[config.mk]
export PLATFORM = sky130hd
export DESIGN_NAME = rtc_cal_top
export DESIGN_NICKNAME = d
export VERILOG_FILES = /design/src/rtl/rtc_cal_pkg.sv /design/src/rtl/rtc_cal_step.sv /design/src/rtl/rtc_cal_ctrl.sv /design/src/rtl/rtc_cal_dp.sv /design/src/rtl/rtc_cal_top.sv
export SDC_FILE = /design/constraint.sdc
export NUM_CORES = 1
export LEC_CHECK = 0
export ABC_AREA = 1
export CAP_MARGIN = 0
export CORE_UTILIZATION = 23
export DETAILED_ROUTE_END_ITERATION = 6
export DONT_BUFFER_PORTS = 1
export PLACE_DENSITY = 0.48
export RECOVER_POWER = 50
export SYNTH_ARGS = -nofsm -noshare
export SYNTH_HDL_FRONTEND = slang
export SYNTH_SLANG_ARGS = --single-unit
[constraint.sdc]
create_clock -name clk -period 7.5 [get_ports clk]
set_input_delay 1.125 -clock clk [delete_from_list [all_inputs] [get_ports clk]]
set_output_delay 1.125 -clock clk [all_outputs]
set_load 0.01 [all_outputs]
[src/rtl/rtc_cal_pkg.sv]
`timescale 1ns/1ps
package rtc_cal_pkg;

  localparam int FieldCount = 7;
  localparam int AlarmCount = 3;
  localparam int AlarmBase  = 8;

  typedef struct packed {
    logic [6:0] sec;
    logic [6:0] min;
    logic [6:0] hour;
    logic [6:0] dow;
    logic [6:0] dom;
    logic [6:0] mon;
    logic [6:0] year;
  } calTimeT;

  typedef struct packed {
    logic advance;
    logic refresh;
    logic load;
  } calStrobeT;

  function automatic logic [7:0] fmtVal(input logic [6:0] v, input logic binMode);
    logic [6:0] tens;
    logic [6:0] ones;
    tens = v / 7'd10;
    ones = v % 7'd10;
    return binMode ? {1'b0, v} : {tens[3:0], ones[3:0]};
  endfunction

  function automatic logic [6:0] parseVal(input logic [7:0] b, input logic binMode);
    logic [7:0] acc;
    acc = {4'd0, b[7:4]} * 8'd10 + {4'd0, b[3:0]};
    return binMode ? b[6:0] : acc[6:0];
  endfunction

  function automatic logic [7:0] fmtHour(input logic [6:0] h, input logic binMode,
                                         input logic hr24);
    logic [6:0] h12;
    h12 = h % 7'd12;
    return hr24 ? fmtVal(h, binMode) : (fmtVal(h12, binMode) | {(h >= 7'd12), 7'd0});
  endfunction

  function automatic logic [6:0] parseHour(input logic [7:0] b, input logic binMode,
                                           input logic hr24);
    logic [6:0] low;
    low = parseVal({1'b0, b[6:0]}, binMode);
    if (hr24) return parseVal(b, binMode);
    return b[7] ? low + 7'd12 : low;
  endfunction

  function automatic logic leapYear(input logic [6:0] y, input int baseYear);
    int full;
    full = baseYear + int'(y);
    return ((full % 4) == 0) && (((full % 100) != 0) || ((full % 400) == 0));
  endfunction

  function automatic logic [6:0] monthLen(input logic [6:0] mon, input logic leap);
    case (mon)
      7'd2:                       return leap ? 7'd29 : 7'd28;
      7'd4, 7'd6, 7'd9, 7'd11:    return 7'd30;
      default:                    return 7'd31;
    endcase
  endfunction

endpackage

[src/rtl/rtc_cal_step.sv]
`timescale 1ns/1ps
module rtc_cal_step
  import rtc_cal_pkg::*;
#(
  parameter int BASE_YEAR = 2000
) (
  input  calTimeT cur,
  output calTimeT nxt
);

  logic [6:0] lastDay;
  logic       secWrap;
  logic       minWrap;
  logic       hourWrap;
  logic       domWrap;

  always_comb begin
    lastDay  = monthLen(cur.mon, leapYear(cur.year, BASE_YEAR));
    secWrap  = cur.sec >= 7'd59;
    minWrap  = secWrap && (cur.min >= 7'd59);
    hourWrap = minWrap && (cur.hour >= 7'd23);
    domWrap  = hourWrap && (cur.dom >= lastDay);

    nxt     = cur;
    nxt.sec = secWrap ? 7'd0 : cur.sec + 7'd1;
    if (secWrap)
      nxt.min = (cur.min >= 7'd59) ? 7'd0 : cur.min + 7'd1;
    if (minWrap)
      nxt.hour = (cur.hour >= 7'd23) ? 7'd0 : cur.hour + 7'd1;
    if (hourWrap) begin
      nxt.dow = (cur.dow >= 7'd6) ? 7'd0 : cur.dow + 7'd1;
      nxt.dom = (cur.dom >= lastDay) ? 7'd1 : cur.dom + 7'd1;
    end
    if (domWrap) begin
      nxt.mon = (cur.mon >= 7'd12) ? 7'd1 : cur.mon + 7'd1;
      if (cur.mon >= 7'd12)
        nxt.year = (cur.year >= 7'd99) ? 7'd0 : cur.year + 7'd1;
    end
  end

endmodule

[src/rtl/rtc_cal_ctrl.sv]
`timescale 1ns/1ps
module rtc_cal_ctrl
  import rtc_cal_pkg::*;
#(
  parameter int         DELAY_TICKS = 8,
  parameter logic [2:0] RUN_CODE    = 3'b010
) (
  input  logic       clk,
  input  logic       rst_n,
  input  logic       secTick,
  input  logic       baseTick,
  input  logic [2:0] oscSel,
  input  logic       setMode,
  input  logic       timeWrite,
  output calStrobeT  stb,
  output logic       updInProg
);

  localparam int CntW = $clog2(DELAY_TICKS + 1);
  localparam logic [CntW-1:0] LastCnt = CntW'(DELAY_TICKS - 1);

  logic            busy;
  logic [CntW-1:0] waitCnt;
  logic            setPrev;
  logic            loadPend;

  always_comb begin
    stb.load    = loadPend;
    stb.advance = secTick && (oscSel == RUN_CODE) && !setMode && !busy && !loadPend;
    stb.refresh = busy && baseTick && (waitCnt == LastCnt);
  end

  always_ff @(posedge clk or negedge rst_n) begin
    if (!rst_n) begin
      busy      <= 1'b0;
      waitCnt   <= '0;
      setPrev   <= 1'b0;
      loadPend  <= 1'b0;
      updInProg <= 1'b0;
    end else begin
      setPrev  <= setMode;
      loadPend <= !setMode && (timeWrite || setPrev);

      if (stb.advance) begin
        busy    <= 1'b1;
        waitCnt <= '0;
      end else if (stb.refresh) begin
        busy <= 1'b0;
      end else if (busy && baseTick) begin
        waitCnt <= waitCnt + 1'b1;
      end

      if (setMode || stb.refresh)
        updInProg <= 1'b0;
      else if (stb.advance)
        updInProg <= 1'b1;
    end
  end

endmodule

[src/rtl/rtc_cal_dp.sv]
`timescale 1ns/1ps
module rtc_cal_dp
  import rtc_cal_pkg::*;
#(
  parameter int BASE_YEAR = 2000
) (
  input  logic                         clk,
  input  logic                         rst_n,
  input  calStrobeT                    stb,
  input  logic                         binMode,
  input  logic                         hr24Mode,
  input  logic                         setMode,
  input  logic                         wrEn,
  input  logic [3:0]                   wrSel,
  input  logic [7:0]                   wrData,
  output logic [FieldCount-1:0][7:0]   fieldImg,
  output logic                         updEnded,
  output logic                         alarmHit
);

  calTimeT cnt;
  calTimeT cntNext;
  calTimeT decoded;
  logic [FieldCount-1:0][7:0] encB;
  logic [AlarmCount-1:0][7:0] almQ;
  logic [AlarmCount-1:0]      almOk;
  logic                       imgWrite;
  logic                       almWrite;
  logic [3:0]                 almIdx;

  rtc_cal_step #(.BASE_YEAR(BASE_YEAR)) u_step (
    .cur (cnt),
    .nxt (cntNext)
  );

  always_comb begin
    encB[0] = fmtVal(cnt.sec, binMode);
    encB[1] = fmtVal(cnt.min, binMode);
    encB[2] = fmtHour(cnt.hour, binMode, hr24Mode);
    encB[3] = fmtVal(cnt.dow, binMode);
    encB[4] = fmtVal(cnt.dom, binMode);
    encB[5] = fmtVal(cnt.mon, binMode);
    encB[6] = fmtVal(cnt.year, binMode);

    decoded.sec  = parseVal(fieldImg[0], binMode);
    decoded.min  = parseVal(fieldImg[1], binMode);
    decoded.hour = parseHour(fieldImg[2], binMode, hr24Mode);
    decoded.dow  = parseVal(fieldImg[3], binMode);
    decoded.dom  = parseVal(fieldImg[4], binMode);
    decoded.mon  = parseVal(fieldImg[5], binMode);
    decoded.year = parseVal(fieldImg[6], binMode);

    imgWrite = wrEn && (wrSel < 4'(FieldCount));
    almIdx   = wrSel - 4'(AlarmBase);
    almWrite = wrEn && (wrSel >= 4'(AlarmBase)) && (almIdx < 4'(AlarmCount));
  end

  for (genvar k = 0; k < AlarmCount; k++) begin : g_alarm
    assign almOk[k] = (almQ[k][7:6] == 2'b11) || (almQ[k] == encB[k]);
  end

  always_ff @(posedge clk or negedge rst_n) begin
    if (!rst_n) begin
      cnt      <= '{sec: 7'd0, min: 7'd0, hour: 7'd0, dow: 7'd0,
                    dom: 7'd1, mon: 7'd1, year: 7'd0};
      for (int i = 0; i < FieldCount; i++)
        fieldImg[i] <= ((i == 4) || (i == 5)) ? 8'h01 : 8'h00;
      almQ     <= '0;
      updEnded <= 1'b0;
      alarmHit <= 1'b0;
    end else begin
      if (stb.load)
        cnt <= decoded;
      else if (stb.advance)
        cnt <= cntNext;

      updEnded <= stb.refresh;
      alarmHit <= stb.refresh && (&almOk);

      if (stb.refresh && !setMode)
        fieldImg <= encB;
      if (imgWrite)
        fieldImg[wrSel[2:0]] <= wrData;
      if (almWrite)
        almQ[almIdx[1:0]] <= wrData;
    end
  end

endmodule

[src/rtl/rtc_cal_top.sv]
`timescale 1ns/1ps
module rtc_cal_top
  import rtc_cal_pkg::*;
#(
  parameter int         DELAY_TICKS = 8,
  parameter int         BASE_YEAR   = 2000,
  parameter logic [2:0] RUN_CODE    = 3'b010
) (
  input  logic       clk,
  input  logic       rst_n,
  input  logic       secTick,
  input  logic       baseTick,
  input  logic [2:0] oscSel,
  input  logic       binMode,
  input  logic       hr24Mode,
  input  logic       setMode,
  input  logic       wrEn,
  input  logic [3:0] wrSel,
  input  logic [7:0] wrData,
  output logic [7:0] secReg,
  output logic [7:0] minReg,
  output logic [7:0] hourReg,
  output logic [7:0] dowReg,
  output logic [7:0] domReg,
  output logic [7:0] monReg,
  output logic [7:0] yearReg,
  output logic       updInProg,
  output logic       updEnded,
  output logic       alarmHit
);

  calStrobeT                  stb;
  logic [FieldCount-1:0][7:0] fieldImg;
  logic                       timeWrite;

  assign timeWrite = wrEn && (wrSel < 4'(FieldCount));

  rtc_cal_ctrl #(.DELAY_TICKS(DELAY_TICKS), .RUN_CODE(RUN_CODE)) u_ctrl (
    .clk       (clk),
    .rst_n     (rst_n),
    .secTick   (secTick),
    .baseTick  (baseTick),
    .oscSel    (oscSel),
    .setMode   (setMode),
    .timeWrite (timeWrite),
    .stb       (stb),
    .updInProg (updInProg)
  );

  rtc_cal_dp #(.BASE_YEAR(BASE_YEAR)) u_dp (
    .clk      (clk),
    .rst_n    (rst_n),
    .stb      (stb),
    .binMode  (binMode),
    .hr24Mode (hr24Mode),
    .setMode  (setMode),
    .wrEn     (wrEn),
    .wrSel    (wrSel),
    .wrData   (wrData),
    .fieldImg (fieldImg),
    .updEnded (updEnded),
    .alarmHit (alarmHit)
  );

  assign secReg  = fieldImg[0];
  assign minReg  = fieldImg[1];
  assign hourReg = fieldImg[2];
  assign dowReg  = fieldImg[3];
  assign domReg  = fieldImg[4];
  assign monReg  = fieldImg[5];
  assign yearReg = fieldImg[6];

endmodule

==> impl_metrics.yaml, run 1 <==
flow_run:
  cap_viol_max_count: 0
detailed_routing:
  drt_iter0_markers: 913
  num_vias: 11905
  wl_um: 40000
  vias_per_cell: 4.80
  ant_nets: 0
  wl_per_cell_um: 16.1
  route.detailed.drc: 0
  drt_pass1_iterations: 5
synth:
  async_reset_ff_share_pct: 100
  synth_warnings: 0
  syn_nets: 1926
  synth_seq_cells: 139
  synth.area.mux_share_pct: 0.0790
  syn_inst: 1799
  yosys.cell_types.count: 59
  synth-edff-count: 0
  synth_compound_area_share_pct: 20.9
  syn_avg_cell_area_um2: 7.04
  ys.flop_type: "dfrtp_1"
  yosysSeqAreaShare_pct: 27.5
  synth_top_family_by_area: "simple AND/OR/NAND/NOR gates"
  synth-adder-area-share_pct: 11.1
  synth_xor_area_share_pct: 5.94
  syn_area_um2: 12700
  synthSimpleGateAreaFrac_pct: 25.9
setup_path:
  critPathMaxStageDelay_ns: 0.55
  path_max_fanout: 14
  critical_path.top_delay_family: "simple AND/OR/NAND/NOR gates"
  cp_common_cell: "nand2_1"
  crit_type: "reg2reg"
  worst_ep_required_time_ns: 7.82
  cp-end-kind: "flop"
  startpoint_type: "flop"
  cp.arrival_ns: 7.07
  cp_slowest_cell: "dfrtp_2"
  path_buf_inv: 6
clock_tree:
  clk_latency_ns: 0.46
  clockBufferDepth: 2
  numCtsBuffers: 17
  cts_max_level: 4
  clk_pin_slew_worst_paths_ns: 0.07
  postCtsSetupBuffers: 0
  cts.sinks: 139
  cts_tree: "yes"
  cts_root_buffer: "clkbuf_16"
floorplan:
  core_um2: 54100
  start_util_pct: 23.4
  ios: 82
  die_w_um: 237
  die_y_um: 237
  fp.dieArea_um2: 56000
  rows: 85
timing:
  fin_crit_sh_pct: 89.9
  max_freq_ghz: 0.148
  rsz0062_at_grt: "no"
  totalNegativeSetupSlack_ns: 0
  worst_pin_slew_ns: 1.15
  slew_headroom_pct: 22.8
  hold_violations: 0
  min_period_ns: 6.74
  holdWs_ns: 0.363
  setup_viol: 0
  worst_clock_skew_ns: 0.0136
  slew_violations: 0
layout:
  design_area_um2: 14000
  final_common_cell: "nand2_1"
  diodes: 0
  final_core_util_pct: 26.0
  syn2layout_area_growth_pct: 10.9
  nFillCells: 5885
  drive_above_1_share_pct: 7.50
  fin_nets: 1900
  final_cell_mix: "nand2_1 (347), o21ai_0 (231), inv_1 (219)"
place:
  port_buffers: 0
  dpl.hpwl_um: 29400
  gp_congestion: 0.827
  placed_area_um2: 13400
run_status:
  outcome: "completed"
grt:
  grtUsageTotal_pct: 14.4
  overflow: 0
  antenna_found_initial: 1
  grt_pass1_vias: 11686
  grt_max_degree: 140
  grt_pass1_wl_um: 64100
worst_hold_path:
  hold_path.class: "in2async"
## final timing paths
check                                     from  cells past startpoint  slack, ns               to
max in group asynchronous                rst_n                      0       6.84      u_dp.cnt[7]
worst min register to register  u_ctrl.setPrev                      2       0.49  u_ctrl.loadPend
worst max register to register     u_dp.cnt[4]                     45       0.76      u_dp.cnt[6]
min in group clk                u_ctrl.setPrev                      2       0.49  u_ctrl.loadPend
worst max-delay path               u_dp.cnt[4]                     45       0.76      u_dp.cnt[6]
worst min-delay path                     rst_n                      0       0.36     u_dp.cnt[47]
## timing repair
action	4_1_cts	5_1_grt
resized for setup	0	1
endpoints found under the setup margin	0	7
hold buffers	0	0
## registers in the layout, indices dropped and copies added, names as in the netlist
name	cells
u_ctrl.loadPend	1
u_ctrl.setPrev	1
u_dp.updEnded	1
u_ctrl.busy	1
u_ctrl.waitCnt	4
u_dp.almQ	24
u_dp.alarmHit	1
u_dp.cnt	49
u_dp.fieldImg	56
u_ctrl.updInProg	1
## per-stage QoR
stage / setup WS (ns) / instances
after detailed placement: 0.568 / 2450
after floorplan: 1.87 / 1799
after CTS: 0.547 / 2482
final: 0.758 / 2482
after global routing: 0.0788 / 2482
after global placement: 0.829 / 2450
## synthesized netlist by cell type, types with 3 or more instances
library cell	n	area share, %
a2bb2oi_1	6	0.41
xor2_1	60	4.1
a21oi_1	113	4.5
xnor2_1	26	1.8
clkbuf_1	45	1.3
o211ai_1	13	0.77
o2111ai_1	3	0.21
nand3_1	86	3.4
nor2_1	166	4.9
nand4_1	12	0.59
ha_1	90	8.9
inv_1	219	6.5
nand2_4	7	0.62
o21a_1	3	0.18
buf_1	4	0.12
nor3_1	10	0.39
or2_2	12	0.59
clkinv_1	8	0.24
dfstp_2	4	0.83
a31oi_1	24	1.2
nor2_4	7	0.62
nand2_1	347	10
a41oi_1	5	0.35
a32oi_1	3	0.21
dfrtp_1	135	27
a211oi_1	3	0.18
o22ai_1	10	0.49
o21ai_0	231	9.1
o21ai_1	7	0.28
inv_2	11	0.33
fa_1	14	2.2
nand3_2	13	1.0
nand4_2	3	0.30
o221ai_1	3	0.21
nand2_2	24	1.2
nor3b_1	6	0.36
a22oi_1	25	1.5
o31ai_1	5	0.30
nand3b_1	6	0.36
o21bai_1	4	0.24
## metal layers
metal,GRT usage [%],vias to the layer above,part of all wire [%]
met4,4.51,0,1.9
met1,18.4,5700,47
met2,24.3,225,47
met3,2.65,40,4.4
li1,-,5940,-
met5,0,-,0
## area by class of cell
type,count,area [µm²],area share [%]
multi-input combinational,1371,8100,57.7
sequential,139,3480,24.8
inverter,238,893,6.36
tap,696,871,6.20
clock inverter,12,184,1.31
timing repair buffer,6,45.0,0.321
clock buffer,20,467,3.32
## cells by family after synthesis
family | after synthesis
simple gates | 711
compound gates | 469
buf+inv | 289
flops | 139
fa+ha+maj | 104
xor+xnor | 86
mux | 1
Power of run 1 is left out: the tool's default activity adds up to more than one toggle a clock period on the data nets, which glitch-free logic cannot reach.
==> run 2: changes to the inputs <==
--- a/config.mk
+++ b/config.mk
@@ -5,7 +5,6 @@
 export SDC_FILE = /design/constraint.sdc
 export NUM_CORES = 1
 export LEC_CHECK = 0
-export ABC_AREA = 1
 export CAP_MARGIN = 0
 export CORE_UTILIZATION = 23
 export DETAILED_ROUTE_END_ITERATION = 6
==> impl_metrics.yaml, run 2 <==
timing:
  worst_pin_slew_ns: 1.11
  slew_headroom_pct: 25.9
  worst_clock_skew_ns: 0.0114
  fin_crit_sh_pct: 93.3
  min_period_ns: 7.00
  max_freq_ghz: 0.143
  totalNegativeSetupSlack_ns: 0
  setup_viol: 0
  rsz0062_at_grt: "no"
  hold_violations: 0
  slew_violations: 0
power_and_ir_drop:
  power.leakage_nw: 6.16
  worst_ir_drop_vdd_v: 0.000222
  p_per_area_nw_per_um2: 485
layout:
  syn2layout_area_growth_pct: 9.59
  largest_register_ffs: 56
  top_regs: "u_dp.fieldImg x56, u_dp.cnt x49, u_dp.almQ x24"
  final_core_util_pct: 25.5
  largest-register: "u_dp.fieldImg"
  final_common_cell: "o21ai_0"
  final_cell_mix: "o21ai_0 (205), nand2_1 (199), nor2_1 (180)"
  diodes: 0
  drive_above_1_share_pct: 8.01
  fin_nets: 1886
floorplan:
  die_y_um: 249
  ios: 82
  rows: 90
  core_um2: 60400
  die_w_um: 249
  fp.dieArea_um2: 62000
  start_util_pct: 23.3
detailed_routing:
  drt_pass1_iterations: 5
  wl_per_cell_um: 17.8
  vias_per_cell: 5.16
  num_vias: 13177
  ant_nets: 0
  drt_iter0_markers: 1028
  route.detailed.drc: 0
  wl_um: 45500
place:
  gp_congestion: 0.857
  dpl.hpwl_um: 32600
  port_buffers: 0
setup_path:
  worst_ep_required_time_ns: 7.85
  path_max_fanout: 15
  crit_type: "reg2reg"
  startpoint_type: "flop"
  critical_path.top_delay_family: "compound AO/OA/AOI/OAI gates"
  cp_slowest_cell: "or4_1"
  cp_common_cell: "ha_1"
  cp.arrival_ns: 7.34
  path_buf_inv: 4
  cp-end-kind: "flop"
  critPathMaxStageDelay_ns: 0.53
run_status:
  outcome: "completed"
grt:
  overflow: 0
  grtUsageTotal_pct: 14.6
  grt_pass1_wl_um: 72900
  grt_max_degree: 140
  antenna_found_initial: 0
  grt_pass1_vias: 12689
synth:
  synth_area_leader_cell: "dfrtp_1"
  synthTopCellsByCount: "o21ai_0 (205), nand2_1 (199), nor2_1 (181), a21oi_1 (166), dfrtp_1 (135)"
  synth-edff-count: 0
  syn_area_um2: 14000
  syn_inst: 1842
  ys.flop_type: "dfrtp_1"
  synth_area_leaders: "dfrtp_1 (24%), ha_1 (8.0%), o21ai_0 (7.3%)"
  syn_avg_cell_area_um2: 7.62
  synth_top_area_share_pct: 24.1
  yosysMostFrequentCell: "o21ai_0"
  async_reset_ff_share_pct: 100
  yosys.cell_types.count: 91
  synth_seq_cells: 139
  syn_nets: 1969
  synth_warnings: 0
  yosysSeqAreaShare_pct: 24.8
clock_tree:
  cts_max_level: 4
  cts_root_buffer: "clkbuf_16"
  cts_tree: "yes"
  cts.sinks: 139
  clk_pin_slew_worst_paths_ns: 0.06
  clockBufferDepth: 2
  clk_latency_ns: 0.44
  numCtsBuffers: 17
worst_hold_path:
  hold_path.class: "in2async"
flow_run:
  cap_viol_max_count: 0
==> run 2: logic make-up after synthesis <==
logic type               Yosys count  synth area share, %
adder cells (fa/ha/maj)          108                 10.3
AO/OA/AOI/OAI                    600                 26.3
flip-flops                       139                 24.8
multiplexers                      75                 5.77
XOR/XNOR                         109                 7.09
buffers and inverters            201                 5.59
AND/OR/NAND/NOR                  610                 20.1
==> run 2: what timing repair did <==
| action | CTS | global route |
|---|---|---|
| hold buffers | 0 | 0 |
| endpoints found under the setup margin | 0 | 8 |
| resized for setup | 0 | 9 |
| setup buffers | 0 | 3 |
| endpoints found under the hold margin | 0 | 0 |
==> run 2: cell type report <==
class	count	area [µm²]
fill	6603	45000
multi-input combinational	1502	9830
sequential	139	3480
tap	782	978
clock buffer	19	443
inverter	73	277
timing repair buffer	26	195
clock inverter	13	179
==> run 2: path summary, 6_finish.rpt <==
kind,slack [ns],depth (start not counted),end,from
setup / recovery,0.50,30,u_dp.cnt[6],u_dp.cnt[4]
hold / removal,0.38,0,u_dp.cnt[40],rst_n
max in group asynchronous,6.78,0,u_dp.fieldImg[40],rst_n
min in group clk,0.46,2,u_ctrl.loadPend,u_ctrl.setPrev
setup reg to reg,0.50,30,u_dp.cnt[6],u_dp.cnt[4]
hold reg to reg,0.46,2,u_ctrl.loadPend,u_ctrl.setPrev
==> run 2: metrics by stage <==
stage	instance area (µm²)	power (mW)	setup WS [ns]	hold slack, ns	std cells
after floorplan	14000	5.38	0.376	0.438	1842
final	15400	7.47	0.504	0.378	2554
after global routing	15400	8.24	0.00191	0.349	2554
after detailed placement	14700	6.51	0.135	0.452	2519
after global placement	14700	6.42	0.316	0.454	2519
after CTS	15300	7.46	0.111	0.361	2551
==> run 2: worst register-to-register path, delay by kind of cell, from the launching register on <==
family          cells  cell delay [ns]
compound gates     14             3.05
flops               1             0.44
fa+ha+maj           4             0.96
simple gates        8             2.06
buf+inv             4             0.40
==> run 2: per-layer routing <==
metal	vias to the layer above	GRT usage, %	part of all wire, %
li1	6445	-	-
met1	6373	19.4	46
met2	323	23.9	47
met3	36	3.51	6.0
met4	0	3.17	1.5
met5	-	0	0
==> run 2: report_power, final <==
group	leakage [nW]	total, mW	switching, mW	internal [mW]
Sequential	1.70	1.90	0.852	1.05
Clock	0.301	0.912	0.371	0.541
Combinational	4.16	4.65	2.62	2.03
No activity file was read; power rests on OpenSTA's default activity.
==> run 3: changes to the inputs <==
--- a/config.mk
+++ b/config.mk
@@ -6,6 +6,7 @@
 export NUM_CORES = 1
 export LEC_CHECK = 0
 export CAP_MARGIN = 0
+export CORE_MARGIN = 5
 export CORE_UTILIZATION = 23
 export DETAILED_ROUTE_END_ITERATION = 6
 export DONT_BUFFER_PORTS = 1
@@ -13,4 +14,5 @@
 export RECOVER_POWER = 50
 export SYNTH_ARGS = -nofsm -noshare
 export SYNTH_HDL_FRONTEND = slang
+export SYNTH_HIERARCHICAL = 1
 export SYNTH_SLANG_ARGS = --single-unit
==> impl_metrics.yaml, run 3 <==
setup_path:
  cp-end-kind: "flop"
  worst_ep_required_time_ns: 7.88
  cp_slowest_cell: "or3_1"
  path_buf_inv: 2
  cp_common_cell: "nand2_1"
  cp.arrival_ns: 7.37
  startpoint_type: "flop"
  path_max_fanout: 25
  critical_path.top_delay_family: "compound AO/OA/AOI/OAI gates"
  crit_type: "reg2reg"
  critPathMaxStageDelay_ns: 0.48
layout:
  syn2layout_area_growth_pct: 8.21
  final_cell_mix: "nand2_1 (219), o21ai_0 (184), nor2_1 (167)"
  largest-register: "u_dp/fieldImg"
  diodes: 0
  drive_above_1_share_pct: 8.53
  fin_nets: 1987
  largest_register_ffs: 56
  final_cells: 2751
  final_common_cell: "nand2_1"
  top_regs: "u_dp/fieldImg x56, u_dp/cnt x49, u_dp/almQ x24"
floorplan:
  start_util_pct: 23.2
  rows: 94
  fp.dieArea_um2: 71800
  die_y_um: 268
  ios: 82
  core_um2: 65900
  die_w_um: 268
timing:
  max_freq_ghz: 0.143
  holdWs_ns: 0.365
  worst_pin_slew_ns: 1.88
  worst_clock_skew_ns: 0.0127
  totalNegativeSetupSlack_ns: 0
  fin_crit_sh_pct: 93.1
  min_period_ns: 6.98
  final.setup.worst_slack_ns: 0.515
  hold_violations: 0
  slew_violations: 33
  slew_headroom_pct: -25.0
  setup_viol: 0
place:
  port_buffers: 0
  dpl.hpwl_um: 35900
  gp_congestion: 0.871
  place_ws_ns: 0.179
  placedCellCount: 2715
grt:
  grt_max_degree: 140
  overflow: 0
  grtUsageTotal_pct: 13.9
  grt_pass1_wl_um: 80100
  grt_pass1_vias: 13805
  antenna_found_initial: 0
synth:
  yosysMostFrequentCell: "nand2_1"
  synth_compound_area_share_pct: 28.9
  synth-edff-count: 0
  synth_xor_area_share_pct: 5.43
  async_reset_ff_share_pct: 100
  synth_seq_cells: 139
  syn_avg_cell_area_um2: 7.75
  synth-adder-area-share_pct: 8.11
  syn_nets: 2088
  synth_area_leaders: "dfrtp_1 (22%), ha_1 (6.2%), o21ai_0 (6.0%)"
  synthTopCellsByCount: "nand2_1 (219), o21ai_0 (185), nor2_1 (167), a21oi_1 (139), dfrtp_1 (135)"
  yosysSeqAreaShare_pct: 22.7
  synth_area_leader_cell: "dfrtp_1"
  synthSimpleGateAreaFrac_pct: 21.4
  synth_top_area_share_pct: 22.1
  syn_inst: 1975
  synth.area.mux_share_pct: 7.27
  yosys.cell_types.count: 115
  synth_warnings: 6
  ys.flop_type: "dfrtp_1"
  syn_area_um2: 15300
  synth_top_family_by_area: "compound AO/OA/AOI/OAI gates"
detailed_routing:
  drt_pass1_iterations: 5
  wl_um: 50800
  num_vias: 14557
  vias_per_cell: 5.29
  drt_iter0_markers: 1132
  ant_nets: 0
  wl_per_cell_um: 18.5
  route.detailed.drc: 0
worst_hold_path:
  hold_path.class: "in2async"
clock_tree:
  cts.sinks: 139
  clk_pin_slew_worst_paths_ns: 0.07
  cts_max_level: 4
  cts_root_buffer: "clkbuf_16"
  cts_tree: "yes"
  clockBufferDepth: 2
  clk_latency_ns: 0.47
  postCtsHoldBufs: 0
  numCtsBuffers: 17
run_status:
  outcome: "complete, but fails checks"
  violations: "capacitance limit, slew limit"
flow_run:
  cap_viol_max_count: 1
[run 3: logic make-up (layout without fill, tap and decap cells)]
kind of cell,after synthesis,after routing
compound gates,655,655
xor+xnor,94,94
fa+ha+maj,91,91
buf+inv,215,127
flops,139,139
mux,103,103
other cells,1,1
simple gates,677,677
[run 3: worst paths after layout]
path / startpoint / to / slack [ns] / depth (start not counted)
max reg2reg: u_dp/cnt[4] / u_dp/cnt[3] / 0.52 / 28
max in group asynchronous: rst_n / u_ctrl/loadPend / 6.79 / 0
min: rst_n / u_dp/cnt[18] / 0.36 / 0
max: u_dp/cnt[4] / u_dp/cnt[3] / 0.52 / 28
min reg2reg: u_ctrl/setPrev / u_ctrl/loadPend / 0.48 / 2
min in group clk: u_ctrl/setPrev / u_ctrl/loadPend / 0.48 / 2
[run 3: through the flow]
step / util (%) / cell area (µm²)
2_1_floorplan: - / 15300
3_3_place_gp: 24.1 / 15900
3_5_place_dp: 24.1 / 15900
4_1_cts: 25.0 / 16500
5_1_grt: 25.2 / 16600
6_report: 25.2 / 16600
[run 3: area by class of cell]
type / count / area (µm²)
Clock inverter: 14 / 138
Clock buffer: 18 / 439
Sequential cell: 139 / 3490
Fill cell: 7167 / 49300
Tap cell: 864 / 1080
Multi-Input combinational cell: 1621 / 11000
Inverter: 71 / 274
Timing Repair Buffer: 24 / 180
[run 3: layer usage]
layer  routed length (µm)  global-route usage [%]  share of wire (%)
met1                22900                    18.5                 45
met2                23900                    22.5                 47
met3                 3300                    3.54                6.5
met4                  744                    3.61                1.5
met5                    0                       0                  0
[run 3: timing repair]
| item | CTS | global route |
|---|---|---|
| endpoints found under the setup margin | 0 | 14 |
| gates resized for setup | 0 | 15 |
| buffers inserted | 0 | 4 |
Power of run 3 is left out for the same reason.
